===== src/rtl/ssrx_pkg.sv =====
package ssrx_pkg;
  typedef struct packed {
    logic       chan;
    logic [7:0] data;
  } ssrx_entry_t;
endpackage


===== src/rtl/ssrx_sync.sv =====
module ssrx_sync #(
  parameter int W = 3
) (
  input  logic         clk,
  input  logic         rst,
  input  logic [W-1:0] async_in,
  output logic [W-1:0] sync_out
);
  logic [W-1:0] meta;

  always_ff @(posedge clk) begin
    if (rst) begin
      meta     <= '0;
      sync_out <= '0;
    end else begin
      meta     <= async_in;
      sync_out <= meta;
    end
  end
endmodule


===== src/rtl/ssrx_assembler.sv =====
module ssrx_assembler
  import ssrx_pkg::*;
#(
  parameter int SAMPLE_W = 16
) (
  input  logic        clk,
  input  logic        rst,
  input  logic        mode_pcm,
  input  logic        bit_rise,
  input  logic        ws_bit,
  input  logic        sd_bit,
  output logic        push,
  output ssrx_entry_t push_entry
);
  localparam int BYTES = SAMPLE_W / 8;
  localparam int CW    = $clog2(SAMPLE_W + 1);
  localparam int BW    = $clog2(BYTES + 1);
  localparam logic [CW-1:0] LAST_BIT = CW'(SAMPLE_W - 1);
  localparam logic [CW-1:0] FULL_CNT = CW'(SAMPLE_W);

  logic                mode_q;
  logic [7:0]          bs_sr;
  logic [2:0]          bs_cnt;
  logic                ws_prev, armed, phase_ws;
  logic [CW-1:0]       pc_cnt;
  logic [SAMPLE_W-1:0] pc_sr;
  logic [SAMPLE_W-1:0] out_sr;
  logic [BW-1:0]       bytes_left;
  logic                out_chan;

  always_ff @(posedge clk) begin
    push <= 1'b0;
    if (rst) begin
      mode_q     <= 1'b0;
      bs_sr      <= '0;
      bs_cnt     <= '0;
      ws_prev    <= 1'b0;
      armed      <= 1'b0;
      phase_ws   <= 1'b0;
      pc_cnt     <= '0;
      pc_sr      <= '0;
      out_sr     <= '0;
      bytes_left <= '0;
      out_chan   <= 1'b0;
      push_entry <= '0;
    end else begin
      mode_q <= mode_pcm;
      if (mode_pcm != mode_q) begin
        bs_cnt     <= '0;
        pc_cnt     <= '0;
        armed      <= 1'b0;
        ws_prev    <= 1'b0;
        bytes_left <= '0;
      end else if (bytes_left != '0) begin
        push            <= 1'b1;
        push_entry.data <= out_sr[SAMPLE_W-1 -: 8];
        push_entry.chan <= out_chan;
        out_sr          <= out_sr << 8;
        bytes_left      <= bytes_left - 1'b1;
      end else if (bit_rise) begin
        if (!mode_pcm) begin
          bs_sr  <= {bs_sr[6:0], sd_bit};
          bs_cnt <= bs_cnt + 1'b1;
          if (bs_cnt == 3'd7) begin
            push            <= 1'b1;
            push_entry.data <= {bs_sr[6:0], sd_bit};
            push_entry.chan <= 1'b0;
          end
        end else begin
          ws_prev <= ws_bit;
          if (ws_bit != ws_prev) begin
            armed    <= 1'b1;
            phase_ws <= ws_bit;
            pc_cnt   <= '0;
          end else if (armed && pc_cnt != FULL_CNT) begin
            pc_sr  <= {pc_sr[SAMPLE_W-2:0], sd_bit};
            pc_cnt <= pc_cnt + 1'b1;
            if (pc_cnt == LAST_BIT) begin
              out_sr     <= {pc_sr[SAMPLE_W-2:0], sd_bit};
              out_chan   <= phase_ws;
              bytes_left <= BW'(BYTES);
            end
          end
        end
      end
    end
  end
endmodule


===== src/rtl/ssrx_fifo.sv =====
module ssrx_fifo #(
  parameter int DEPTH = 16,
  parameter int W     = 9
) (
  input  logic                       clk,
  input  logic                       rst,
  input  logic                       wr,
  input  logic [W-1:0]               wdata,
  input  logic                       rd,
  output logic [W-1:0]               rdata,
  output logic                       rvalid,
  output logic [$clog2(DEPTH):0]     fill
);
  localparam int AW = $clog2(DEPTH);
  localparam logic [AW:0] FULL = (AW+1)'(DEPTH);

  logic [W-1:0]  mem [DEPTH];
  logic [AW-1:0] wptr, rptr;
  logic          wr_ok, rd_ok;

  assign wr_ok = wr && (fill != FULL);
  assign rd_ok = rd && (fill != '0);

  always_ff @(posedge clk) begin
    if (wr_ok) mem[wptr] <= wdata;
    if (rd_ok) rdata <= mem[rptr];
  end

  always_ff @(posedge clk) begin
    if (rst) begin
      wptr   <= '0;
      rptr   <= '0;
      fill   <= '0;
      rvalid <= 1'b0;
    end else begin
      rvalid <= rd_ok;
      if (wr_ok) wptr <= (wptr == AW'(DEPTH-1)) ? '0 : wptr + 1'b1;
      if (rd_ok) rptr <= (rptr == AW'(DEPTH-1)) ? '0 : rptr + 1'b1;
      fill <= fill + (AW+1)'(wr_ok) - (AW+1)'(rd_ok);
    end
  end
endmodule


===== src/rtl/serial_stream_rx.sv =====
module serial_stream_rx
  import ssrx_pkg::*;
#(
  parameter int DEPTH    = 16,
  parameter int SAMPLE_W = 16
) (
  input  logic       clk,
  input  logic       rst,
  input  logic       mode_pcm,
  input  logic       sck,
  input  logic       sws,
  input  logic       sdat,
  input  logic       rd_en,
  output logic [7:0] rd_data,
  output logic       rd_chan,
  output logic       rd_valid,
  output logic       data_avail,
  output logic       eod
);
  localparam int AW = $clog2(DEPTH);
  localparam logic [AW:0] HI_MARK  = (AW+1)'(DEPTH - 4);
  localparam logic [AW:0] LO_MARK  = (AW+1)'(DEPTH / 2);

  logic [2:0]  sync_v;
  logic        sck_d, bit_rise;
  logic        asm_push;
  ssrx_entry_t asm_entry, rd_entry;
  logic [AW:0] fill;

  ssrx_sync #(.W(3)) u_sync (
    .clk(clk), .rst(rst),
    .async_in({sck, sws, sdat}),
    .sync_out(sync_v)
  );

  always_ff @(posedge clk) begin
    if (rst) sck_d <= 1'b0;
    else     sck_d <= sync_v[2];
  end
  assign bit_rise = sync_v[2] & ~sck_d;

  ssrx_assembler #(.SAMPLE_W(SAMPLE_W)) u_asm (
    .clk(clk), .rst(rst), .mode_pcm(mode_pcm),
    .bit_rise(bit_rise), .ws_bit(sync_v[1]), .sd_bit(sync_v[0]),
    .push(asm_push), .push_entry(asm_entry)
  );

  ssrx_fifo #(.DEPTH(DEPTH), .W($bits(ssrx_entry_t))) u_fifo (
    .clk(clk), .rst(rst),
    .wr(asm_push), .wdata(asm_entry),
    .rd(rd_en), .rdata(rd_entry), .rvalid(rd_valid),
    .fill(fill)
  );

  assign rd_data    = rd_entry.data;
  assign rd_chan    = rd_entry.chan;
  assign data_avail = (fill != '0);

  always_ff @(posedge clk) begin
    if (rst)                  eod <= 1'b0;
    else if (fill >= HI_MARK) eod <= 1'b1;
    else if (fill <= LO_MARK) eod <= 1'b0;
  end
endmodule


===== config.mk =====
export PLATFORM = sky130hd
export DESIGN_NAME = serial_stream_rx
export DESIGN_NICKNAME = d
export VERILOG_FILES = /design/src/rtl/ssrx_pkg.sv /design/src/rtl/ssrx_sync.sv /design/src/rtl/ssrx_assembler.sv /design/src/rtl/ssrx_fifo.sv /design/src/rtl/serial_stream_rx.sv
export SDC_FILE = /design/constraint.sdc
export NUM_CORES = 1
export LEC_CHECK = 0
export BUFFER_PORTS_ARGS = -buffer_cell sky130_fd_sc_hd__clkbuf_2
export CELL_PAD_IN_SITES_DETAIL_PLACEMENT = 0
export CELL_PAD_IN_SITES_GLOBAL_PLACEMENT = 2
export CORE_UTILIZATION = 40
export DETAILED_ROUTE_END_ITERATION = 12
export GPL_ROUTABILITY_DRIVEN = 0
export PLACE_DENSITY = 0.74
export SYNTH_ARGS = -nofsm -noshare
export SYNTH_HDL_FRONTEND = slang
export SYNTH_SLANG_ARGS = --single-unit

===== constraint.sdc =====
create_clock -name clk -period 8.25 [get_ports clk]
set_input_delay 1.2375 -clock clk [delete_from_list [all_inputs] [get_ports clk]]
set_output_delay 1.2375 -clock clk [all_outputs]
set_load 0.1 [all_outputs]

=== After elaboration in Yosys (flattened, before gate mapping) ===
Memories as Yosys holds them, arrays and structs flattened. A register that Yosys moved wholly into a read port is not among the register bits.
Index checks and enable logic that the tools add are counted.
W data, S select, Z words.

* Flip-flop bits (word level): 85
* Memory bits (writable): 144
* Bits of input ports: 7
* Output and inout bits: 12
* Word-level logic and storage cells: 100
* Memories: 1

* Add/sub/neg operators: 7
* $lt $le $gt $ge: 2
* Eq/ne operators: 10
* Multiplexer cells: 28
* Bitwise gates (word level): 6
* Reduce and logical (&&, ||, !) cells: 24

{| class="wikitable"
|+ Memories
! name !! depth !! bits a word !! read ports !! clocked after Yosys merged registers in !! wr ports !! RTL line !! source
|-
| u_fifo.mem || 16 || 9 || 1 || 1 || 1 || ssrx_fifo.sv:17 || <nowiki>logic [W-1:0] mem [DEPTH];</nowiki>
|}

{| class="wikitable"
|+ Operators with widths
! operator !! count
|-
| $mux W16 || 6
|-
| $mux W9 || 4
|-
| $reduce_and A4 Y1 || 4
|-
| $reduce_bool A2 Y1 || 8
|-
| $mux W2 || 6
|-
| $reduce_and A6 Y1 || 2
|-
| $mux W5 || 2
|-
| $ne A5 B5 Y1 const B || 2
|-
| $reduce_and A5 Y1 || 2
|-
| $add A4 B1 Y4 const B || 2
|-
| $eq A4 B4 Y1 const B || 2
|-
| $mux W1 || 8
|-
| $mux W4 || 2
|-
| $reduce_and A7 Y1 || 1
|-
| $reduce_and A3 Y1 || 2
|-
| $add A5 B1 Y5 || 1
|-
| $add A5 B1 Y5 const B || 1
|-
| $eq A5 B4 Y1 const B || 1
|-
| $ge A5 B4 Y1 const B || 1
|-
| $le A5 B4 Y1 const B || 1
|-
| $not A1 Y1 || 5
|-
| $reduce_bool A5 Y1 || 1
|-
| $sub A5 B1 Y5 || 1
|-
| $ne A2 B1 Y1 const B || 2
|-
| 7 further kinds || 10
|}

=== Depth between registers and ports, before layout ===
* Word-level depth: 7
* Depth in mapped cells: 13
* Gate-level depth less buffers: 12

=== By module ===
A second synthesis with hierarchy kept.

* Cell total of the unflattened synthesis: 654
* Area total of the unflattened synthesis: 9,598.0 µm²

{| class="wikitable"
|+ Modules (own cells, without submodules)
! module !! instances !! cells each !! area each (µm²) !! sequential area each (µm²)
|-
| ssrx_fifo || 1 || 336 || 6,531.3 || 4,874.7
|-
| ssrx_assembler || 1 || 296 || 2,826.5 || 1,261.2
|-
| ssrx_sync || 1 || 12 || 157.7 || 120.1
|-
| serial_stream_rx || 1 || 10 || 82.6 || 40.0
|}

=== Worst setup path after synthesis ===
OpenSTA, ideal clock, no wires.

* Kind: flip-flop to flip-flop
* From: register u_fifo.fill[2]
* To: register u_fifo.fill[4]
* Setup time: 128 ps
* Data arrival time: 3,347 ps
* Data required time: 8,122 ps
* Slack: 4,775 ps
* Cell stages (with the launch flop): 14
* Path buffers: 1
* Clock period less this slack: 3,475 ps
* Cell sequence: dfxtp_1 > inv_1 > ha_1 > or4b_1 > and2_1 > buf_2 > ha_1 > inv_1 > ha_1 > fa_1 > a21oi_1 > o21bai_1 > xor2_1 > nor2_1

* Elaborated cells on any way between the ends: 6
* Classes of those cells: add/sub: 2; eq/ne: 1; reduce/logical: 3

{| class="wikitable"
|+ RTL lines
! element !! RTL line !! source
|-
| start, declared || ssrx_fifo.sv:12 || <nowiki>output logic [$clog2(DEPTH):0] fill</nowiki>
|-
| start signal, assigned || ssrx_fifo.sv:39 || <nowiki>fill <= fill + (AW+1)'(wr_ok) - (AW+1)'(rd_ok);</nowiki>
|-
| $reduce_bool A5 Y1 || -- ||
|-
| via data_avail || serial_stream_rx.sv:17 || <nowiki>output logic data_avail,</nowiki>
|-
| $logic_and A1 B1 Y1 || ssrx_fifo.sv:22 || <nowiki>assign rd_ok = rd && (fill != '0);</nowiki>
|-
| via u_fifo.rd_ok || ssrx_fifo.sv:19 || <nowiki>logic wr_ok, rd_ok;</nowiki>
|-
| $sub A5 B1 Y5 || ssrx_fifo.sv:39 ||
|}

The timed path passes the listed nets, and every way through them passes these cells.
A chain may end at the register's enable or synchronous reset.

=== Final worst setup path ===
* From: register u_fifo.fill[3]
* To: output data_avail

* Word-level cells in the longest chain between the ends: 1

{| class="wikitable"
|+ RTL lines
! element !! RTL line !! source
|-
| $reduce_bool A5 Y1 || serial_stream_rx.sv:57 || <nowiki>assign data_avail = (fill != '0);</nowiki>
|-
| end, declared || serial_stream_rx.sv:17 ||
|}

Every way passes these cells.

==> flow_summary.ini <==
[run_status]
run_status = completed

[worst_setup_path]
reg2reg_from = u_fifo.fill[3]$_SDFF_PP0_
start_kind = register
worst-r2r-setup-slack_ps = 4960
timing.rr.end = u_fifo.fill[4]$_SDFF_PP0_
worstSetupEndpointType = output port
path_class = reg2out
required_ps = 7010
reg2reg_depth = 12
path_max_fanout = 4
arrival_ps = 2110

[synth]
synth_top_area_share_pct = 47.9
ys_types = 58
syn_area_per_cell_sq_um = 15.1
synthFlopType = edfxtp_1
syn_area_sq_um = 9580
synthTopCellsByArea = edfxtp_1, dfxtp_1, mux4_2, mux2i_1, ha_1
synth_warnings = 0
synth_cells = 633
synthArstFlopShare_pct = 0
synth_edf_count = 153
synth_nets = 664
yosysTopAreaCell = edfxtp_1
synth_seq_cells = 238
seq_area_frac_synth_pct = 65.7

[clock_tree]
cts_setup_buffers = 0
hold_buffers = 0
h-tree-depth = 1
cts_tree = done
clk_latency_ps = 530
clk_pin_slew_ps = 60
cts-root-buf = clkbuf_16
cts_buffer_depth = 3
cts.sink_count = 238
cts_resized = 0
numCtsBuffers = 26

[timing]
min_period_over_period_pct = 40.6
setup_viol = 0
timing.hold.ws_ps = 437
setup_tns_ps = 0
hold_viol = 0
finClkSkew_ps = 23.6
period_minus_slack_ps = 3350
timing.fmax_ghz = 0.299
maxSlewViolCount = 0
tightest_slew_ps = 1020
maxSlewHeadroom_pct = 31.6
grt_setup_unrepaired = false

[placement]
io_buffers = 18
place_hpwl_um = 10600

[worst_hold_path]
min_from = u_sync.meta[0]$_SDFF_PP0_
min_delay_path_depth = 1
min_path_type = reg2reg
hold_end = u_sync.sync_out[0]$_SDFF_PP0_

[run]
drv_cap = 0

[route]
drc = 0
routed_wl_um = 16500
drtIter0Drc = 304
drtPass1Iterations = 4
vias = 4935
via_per_inst = 5.00
post_drt_wl_per_cell_um = 16.7
antenna_left = 0

[pwr]
internal_power_mw = 2.23
total_power_mw = 3.04
p_seq_share_pct = 44.6
pwr-share-comb_pct = 14.9
p_leak_nw = 3.64
ir_worst_vdd_v = 0.000150
pwr-share-clk_pct = 40.4
p_sw_share_pct = 26.5
power_switching_uw = 803
power_density_nw_per_um2 = 279

[finish]
nets = 679
final_common_cell = edfxtp_1
area_delta_synth_final_pct = 13.5
drive_gt1_share_pct = 18.0
mostFrequentLayoutCells = edfxtp_1, dfxtp_1, nor2_1
diodes = 0
final_core_util_pct = 46.3

[global_routing]
grtUsageTotal_pct = 14.3
first_global_vias = 5037
grt_pass1_wl_um = 27600
grt_max_degree = 76
gr-total-overflow = 0
antenna_found_initial = 0

[floorplan]
std_cell_rows = 56
core_area_sq_um = 23500
ios = 19
die_y_um = 157
die_area_sq_um = 24600
start_util_pct = 40.8
die_w_um = 157
[routing by layer]
metal / track usage, % / share of wire [%]
met1: 18.6 / 45
met4: 4.11 / 1.9
met2: 24.8 / 49
met5: 0 / 0
met3: 2.16 / 3.2
[final cells by class]
| class | count | area [sq um] |
|---|---|---|
| Multi-Input combinational cell | 332 | 3030 |
| Clock buffer | 32 | 673 |
| Tap cell | 319 | 399 |
| Sequential cell | 238 | 6300 |
| Inverter | 28 | 105 |
| Clock inverter | 16 | 246 |
| Fill cell | 2026 | 12600 |
| Timing Repair Buffer | 22 | 120 |
[registers in the layout (all words and copies together), names as in the netlist, 2 cells and up]
register / cells
u_asm.bs_cnt: 3
u_asm.bs_sr: 7
u_asm.bytes_left: 2
u_asm.out_sr: 16
u_asm.pc_cnt: 5
u_asm.pc_sr: 15
u_asm.push_entry: 9
u_fifo.fill: 5
u_fifo.mem: 144
u_fifo.rdata: 9
u_fifo.rptr: 4
u_fifo.wptr: 4
u_sync.meta: 3
u_sync.sync_out: 3
[synthesized netlist by cell type (all sizes together) (3+ instances only)]
cell type and instances:
mux4 36, dfxtp 85, edfxtp 153, and2 3, a21oi 17, a31oi 3
xnor2 3, or2 3, nor2 55, nor2b 13, mux2i 45, a22oi 18
nor3 5, xor2 4, inv 28, nand4bb 3, ha 23, nand2 18
buf 19, clkbuf 16, o21ai 5, nand4b 4, nand2b 21, o32ai 8
a211oi 18
[kinds of logic (layout without fill, tap and decap cells)]
logic type               Yosys count  after routing  share of synthesized area, %
flip-flops                       238            238                          65.7
AND/OR/NAND/NOR                  138            138                          7.80
AO/OA/AOI/OAI                     82             82                          6.54
multiplexers                      81             81                          13.2
buffers and inverters             63             98                          2.86
adder cells (fa/ha/maj)           24             24                          3.21
XOR/XNOR                           7              7                         0.718
[per-stage QoR]
step           instances  setup WS (ps)  instance area [sq um]
2_1_floorplan        633           4780                   9580
3_5_place_dp         939           4740                   9960
5_1_grt              987           4730                  10900
3_3_place_gp         939           4850                   9960
4_1_cts              987           4870                  10900
6_report             987           4900                  10900
[worst max-delay path by stage]
stage          depth (start not counted)                 startpoint                         to
5_1_grt                               12  u_fifo.fill[3]$_SDFF_PP0_  u_fifo.fill[4]$_SDFF_PP0_
3_3_place_gp                          10                      rd_en  u_fifo.fill[4]$_SDFF_PP0_
3_5_place_dp                          10                      rd_en  u_fifo.fill[4]$_SDFF_PP0_
6_report                               4  u_fifo.fill[3]$_SDFF_PP0_                 data_avail
4_1_cts                                4  u_fifo.fill[2]$_SDFF_PP0_                 data_avail
2_1_floorplan                         13  u_fifo.fill[2]$_SDFF_PP0_  u_fifo.fill[4]$_SDFF_PP0_
[power groups by stage]
stage | sequential, mW | combinational, mW | clock [mW]
CTS | 1.36 | 0.457 | 1.25
detailed placement | 1.39 | 0.455 | 0
global route | 1.37 | 0.488 | 1.30
global placement | 1.38 | 0.448 | 0
floorplan | 1.46 | 0.299 | 0
finish | 1.36 | 0.453 | 1.23
[worst max-delay path, stage by stage (launching register included)]
cell,delay (ps)
dfxtp_1,340
inv_1,120
ha_1,220
or4b_1,510
clkbuf_2,400
(Power assumes the default switching activity.)
